### config.mk
export PLATFORM = sky130hd
export DESIGN_NAME = irq_hub
export DESIGN_NICKNAME = d
export VERILOG_FILES = /design/src/rtl/irq_hub_pkg.sv /design/src/rtl/irq_gateway.sv /design/src/rtl/irq_arbiter.sv /design/src/rtl/irq_hub.sv
export SDC_FILE = /design/constraint.sdc
export NUM_CORES = 2
export LEC_CHECK = 0
export ABC_CLOCK_PERIOD_IN_PS = 112200
export BUFFER_PORTS_ARGS = -buffer_cell sky130_fd_sc_hd__buf_2
export CAP_MARGIN = 30
export CORE_MARGIN = 3
export CORE_UTILIZATION = 60
export CTS_CLUSTER_SIZE = 25
export DETAILED_ROUTE_END_ITERATION = 6
export PLACE_DENSITY = 0.75
export SLEW_MARGIN = 20
export SYNTH_ARGS = -nofsm -noshare
export SYNTH_HDL_FRONTEND = slang
export SYNTH_HIERARCHICAL = 1
export SYNTH_SLANG_ARGS = --single-unit
export TNS_END_PERCENT = 50
### constraint.sdc
create_clock -name clk -period 112.2 [get_ports clk]
set_input_delay 11.22 -clock clk [delete_from_list [all_inputs] [get_ports clk]]
set_output_delay 11.22 -clock clk [all_outputs]
set_load 0.02 [all_outputs]
### src/rtl/irq_hub_pkg.sv
package irq_hub_pkg;
    localparam int unsigned DATA_W  = 32;
    localparam int unsigned PRIO_W  = 2;

    // field positions inside a source word
    localparam int unsigned F_PRIO  = 0;
    localparam int unsigned F_EN    = 2;
    localparam int unsigned F_EDGE  = 3;
    localparam int unsigned F_PEND  = 4;
    localparam int unsigned F_OWNED = 5;

    typedef logic [PRIO_W-1:0] prio_t;
endpackage

### src/rtl/irq_gateway.sv
module irq_gateway (
    input  logic clk,
    input  logic rst_n,
    input  logic src_i,
    input  logic edge_mode_i,
    input  logic claim_i,
    input  logic complete_i,
    output logic pend_o,
    output logic owned_o
);
    typedef struct packed {
        logic prev;
        logic pend;
        logic owned;
        logic held;
    } gw_t;

    gw_t q, d;
    logic rise;

    always_comb begin
        d      = q;
        rise   = src_i & ~q.prev;
        d.prev = src_i;
        if (claim_i) begin
            d.pend  = 1'b0;
            d.owned = 1'b1;
            d.held  = edge_mode_i & rise;
        end else if (q.owned) begin
            if (complete_i)
                d.owned = 1'b0;
            if (edge_mode_i & rise)
                d.held = 1'b1;
        end else if (edge_mode_i) begin
            if (rise | q.held)
                d.pend = 1'b1;
            d.held = 1'b0;
        end else begin
            if (src_i)
                d.pend = 1'b1;
            d.held = 1'b0;
        end
    end

    always_ff @(posedge clk or negedge rst_n) begin
        if (!rst_n) q <= '0;
        else        q <= d;
    end

    assign pend_o  = q.pend;
    assign owned_o = q.owned;
endmodule

### src/rtl/irq_arbiter.sv
module irq_arbiter
    import irq_hub_pkg::*;
#(
    parameter int unsigned NSRC = 79,
    parameter int unsigned ID_W = $clog2(NSRC + 1)
) (
    input  logic [NSRC-1:0]         pend_i,
    input  logic [NSRC-1:0]         en_i,
    input  prio_t [NSRC-1:0]        prio_i,
    input  prio_t                   thr_i,
    output logic [ID_W-1:0]         win_id_o
);
    prio_t best;

    // strict '>' keeps the first (lowest) identifier on a tie and
    // starting from the threshold enforces the strict threshold rule
    always_comb begin
        best     = thr_i;
        win_id_o = '0;
        for (int k = 0; k < NSRC; k++) begin
            if (pend_i[k] && en_i[k] && (prio_i[k] > best)) begin
                best     = prio_i[k];
                win_id_o = ID_W'(k + 1);
            end
        end
    end
endmodule

### src/rtl/irq_hub.sv
module irq_hub
    import irq_hub_pkg::*;
#(
    parameter int unsigned NSRC     = 79,
    parameter int unsigned ADDR_W   = 8,
    parameter int unsigned THR_ADDR = 2 ** (ADDR_W - 1)
) (
    input  logic               clk,
    input  logic               rst_n,
    input  logic [NSRC-1:0]    src_i,
    input  logic               reg_re,
    input  logic               reg_we,
    input  logic [ADDR_W-1:0]  reg_addr,
    input  logic [DATA_W-1:0]  reg_wdata,
    output logic [DATA_W-1:0]  reg_rdata,
    output logic               irq_o
);
    localparam int unsigned ID_W = $clog2(NSRC + 1);

    typedef struct packed {
        prio_t [NSRC-1:0] prio;
        logic  [NSRC-1:0] en;
        logic  [NSRC-1:0] trig_edge;
        prio_t            thr;
        logic             irq;
    } st_t;

    st_t q, d;

    logic [NSRC-1:0] pend_w, owned_w, claim_w, done_w;
    logic [ID_W-1:0] win_id, idx, done_id;
    logic            is_cc, is_thr, is_src, claim_go, done_go;
    logic [5:0]      src_word;

    assign is_cc   = (reg_addr == '0);
    assign is_thr  = (reg_addr == ADDR_W'(THR_ADDR));
    assign is_src  = !is_cc && (reg_addr <= ADDR_W'(NSRC));
    assign idx     = ID_W'(reg_addr - ADDR_W'(1));
    assign done_id = reg_wdata[ID_W-1:0];
    assign claim_go = reg_re && is_cc && (win_id != '0);
    assign done_go  = reg_we && is_cc && (done_id != '0)
                   && (done_id <= ID_W'(NSRC))
                   && (reg_wdata[DATA_W-1:ID_W] == '0);

    genvar g;
    generate
        for (g = 0; g < NSRC; g++) begin : g_gw
            assign claim_w[g] = claim_go && (win_id == ID_W'(g + 1));
            assign done_w[g]  = done_go  && (done_id == ID_W'(g + 1));
            irq_gateway u_gw (
                .clk        (clk),
                .rst_n      (rst_n),
                .src_i      (src_i[g]),
                .edge_mode_i(q.trig_edge[g]),
                .claim_i    (claim_w[g]),
                .complete_i (done_w[g]),
                .pend_o     (pend_w[g]),
                .owned_o    (owned_w[g])
            );
        end
    endgenerate

    irq_arbiter #(.NSRC(NSRC), .ID_W(ID_W)) u_arb (
        .pend_i  (pend_w),
        .en_i    (q.en),
        .prio_i  (q.prio),
        .thr_i   (q.thr),
        .win_id_o(win_id)
    );

    always_comb begin
        d = q;
        if (reg_we && is_src) begin
            d.prio[idx]      = reg_wdata[F_PRIO +: PRIO_W];
            d.en[idx]        = reg_wdata[F_EN];
            d.trig_edge[idx] = reg_wdata[F_EDGE];
        end
        if (reg_we && is_thr)
            d.thr = reg_wdata[PRIO_W-1:0];
        d.irq = (win_id != '0);
    end

    always_ff @(posedge clk or negedge rst_n) begin
        if (!rst_n) q <= '0;
        else        q <= d;
    end

    always_comb begin
        src_word = {owned_w[idx], pend_w[idx], q.trig_edge[idx],
                    q.en[idx], q.prio[idx]};
        reg_rdata = '0;
        if (is_cc)       reg_rdata = DATA_W'(win_id);
        else if (is_thr) reg_rdata = DATA_W'(q.thr);
        else if (is_src) reg_rdata = DATA_W'(src_word);
    end

    assign irq_o = q.irq;
endmodule

==> out/qor.csv <==
metric,value,unit
outcome,"finished, violations left",
violations,design-rule violations,
worst_path_largest_cell_delay,540,ps
pwr-share-comb,21.6,%
p_sw,0.188,mW
r2r_end,g_gw[44].u_gw/q[0],
overflow,0,
drc_errors,104,
grt_max_degree,159,
synth.avg_cell_area,9.80,um2
dp_hpwl,103,mm
vias,34800,
dp_cells,4885,
seq_power_share,40.5,%
clk_pin_slew,60,ps
initial_core_util,60.9,%
synth.top_cells.by_area,"dfrtp_1 (40%), mux2_2 (9.0%), nor2_1 (4.4%), a221oi_2 (3.1%), a21oi_1 (2.9%)",
max-slew-margin-rel,23.0,%
cts_tree,done,
grt_use_total,42.2,%
irDropWorstVdd,14.1,uV
fin_crit,108310,ps
maxSlewViolCount,0,
min-delay-start,g_gw[53].u_gw/owned_o,
cp-end-kind,output port,
skew,27.1,ps
hold_depth,1,
die_area,68600,um2
rr_worst_depth,474,
nets,4366,
worstHoldPathType,reg -> reg,
power.internal,0.413,mW
drt-initial-drc-count,4431,
fp.dieW,262,um
via_per_inst,6.87,
cts_root_buf,clkbuf_16,
synth_edf_count,0,
synth.distinct_cells,117,
drt_first_pass_iters,7,
final_cells,5065,
ys_seq_area_share,40.4,%
gp_congestion,1.05,
core_area,64600,um2
worstMarginPinSlew,1150,ps
setup-tns-final,0,ps
p_clk_share,37.9,%
setup_violations,0,
fmax,9.23,MHz
swShare,31.3,%
cap_violations,0,
fin_crit_sh,96.5,%
ant_nets,0,
rows,93,
synth_top_area_share,40.4,%
cts_buffers,70,
synth_async_sr_flop_share,100,%
clkLatencyLatePin,630,ps
yosysWarningCount,6,
path_common_cell,ha_1,
boundaryPins,156,
antenna_found_initial,18,
synthCells,4011,
crit_required,100980,ps
crit_slowest_cell,or4b_4,
p_leak,20.5,nW
cts.sinks,635,
grt_pass1_wl,213,mm
dieHeight,262,um
powerDensity,13.6,nW/um2
r2r-start,q[162],
cp-start-kind,flop,
cp_max_fo,8,
wl_per_cell,28.9,um
drive_gt1_share,23.6,%
regToRegSetupSlack,14110,ps
hold_end,g_gw[53].u_gw/pend_o,
hold_ws,517,ps
areaGrowthSynthToFinish,12.1,%
netlist_area,39300,um2
numPortBuffers,130,
cp_data_arrival_time,97090,ps
hold_viol,0,
clockBufferDepth,3,
ys.flop_type,dfrtp_1,
grt_pass1_vias,33200,
routed_wl,146,mm
synth_seq_cells,635,
path_class,reg -> out,
htreeDepth,3,
fillers,5050,
synth_area_leader_cell,dfrtp_1,
ctsHoldBuffers,0,
synth_stat cells (64+ instances only):
cell type and number:
a221oi_2 80, mux2i_1 64, dfrtp_1 635, ha_1 84, a21o_1 91, a21bo_1 79
a21oi_1 231, nand3b_1 84, inv_1 268, nand2b_1 96, clkbuf_1 79, nor3_1 80
nand2_1 281, o21ai_0 64, nor2_1 458, nand3_1 147, mux2_2 313
how the worst max path moves through the flow:
stage / from / to / slack [ps] / depth (start not counted)
after floorplan: q[162] / reg_rdata[0] / 12660 / 474
after global placement: q[2] / reg_rdata[0] / 1410 / 474
after detailed placement: q[2] / reg_rdata[0] / 30 / 472
after CTS: q[2] / reg_rdata[0] / 70 / 474
after global routing: q[162] / reg_rdata[0] / -930 / 474
final: q[162] / reg_rdata[0] / 3890 / 472
critical path, delay by kind of cell (launching register included):
family,cells,cell delay [ps]
AND/OR/NAND/NOR,194,30120
adder cells (fa/ha/maj),103,29480
AO/OA/AOI/OAI,136,26630
multiplexers,26,8330
buffers and inverters,13,1400
flip-flops,1,450
cell families after synthesis:
kind of cell / synth area share [%]
AO/OA/AOI/OAI: 17.9
XOR/XNOR: 0.322
adder cells (fa/ha/maj): 3.29
buffers and inverters: 5.03
flip-flops: 40.4
multiplexers: 14.4
other: 0.00954
AND/OR/NAND/NOR: 18.6
layout make-up:
type / count / area, um2 / area share, %
clock inverter: 17 / 174 / 0.395
antenna: 10 / 25.0 / 0.0568
sequential: 635 / 15900 / 36.1
multi-input combinational: 2951 / 22300 / 50.5
tap: 855 / 1070 / 2.43
inverter: 268 / 1010 / 2.28
clock buffer: 96 / 2030 / 4.61
timing repair buffer: 233 / 1580 / 3.60
power groups by stage:
stage | logic [mW] | clock network [mW] | registers (mW)
2_1_floorplan | 0.0750 | 0 | 0.244
3_3_place_gp | 0.111 | 0 | 0.247
3_5_place_dp | 0.112 | 0 | 0.247
4_1_cts | 0.114 | 0.229 | 0.243
5_1_grt | 0.137 | 0.238 | 0.244
6_report | 0.130 | 0.227 | 0.243
cell usage in the layout, fill, tap and decap left out, types with 32 or more instances in the layout:
cell type / netlist / routed
ha_1: 84 / 83
mux2i_1: 64 / 59
or3_1: 38 / 38
mux4_2: 43 / 43
mux2_2: 313 / 313
nand3_1: 147 / 139
nand2_1: 281 / 275
nor3_1: 80 / 74
buf_2: 44 / 128
a21o_1: 91 / 90
a21bo_1: 79 / 79
and3_1: 55 / 51
clkbuf_16: 0 / 72
nand4_1: 32 / 32
o21ai_0: 64 / 60
dfrtp_1: 635 / 633
a221oi_2: 80 / 81
nand3b_1: 84 / 84
buf_4: 45 / 87
a31oi_1: 38 / 33
mux2_1: 44 / 44
nor2_1: 458 / 442
a21oi_1: 231 / 218
inv_1: 268 / 268
nand2b_1: 96 / 96
flip-flops by register name (all words and copies together), names as in the netlist:
name	count
q	318
irq_o	1
g_gw.u_gw/pend_o	79
g_gw.u_gw/q	158
g_gw.u_gw/owned_o	79
layer usage:
layer | GRT usage [%] | vias to the layer above | part of all wire, %
met5 | 0.214 | - | 0.093
met4 | 30.5 | 18 | 8.4
met3 | 14.9 | 635 | 12
met2 | 60.4 | 2180 | 42
met1 | 52.8 | 17100 | 37
li1 | - | 14800 | -
stage by stage:
step | utilization (%) | worst slack [ps] | power (mW) | area (um2)
final | 68.2 | 3890 | 0.600 | 44000
after global routing | 68.2 | -926 | 0.619 | 44000
after CTS | 66.4 | 66.4 | 0.586 | 42900
after detailed placement | 62.8 | 34.1 | 0.359 | 40600
after global placement | 62.7 | 1410 | 0.358 | 40500
after floorplan | - | 12660 | 0.319 | 39400
what timing repair did:
| item | in CTS | in global routing |
|---|---|---|
| setup endpoints to repair | 6 | 7 |
| gates resized for setup | 10 | 143 |
| pin swaps | 1 | 30 |
| buffers inserted | 2 | 45 |
(Power assumes the default switching activity.)
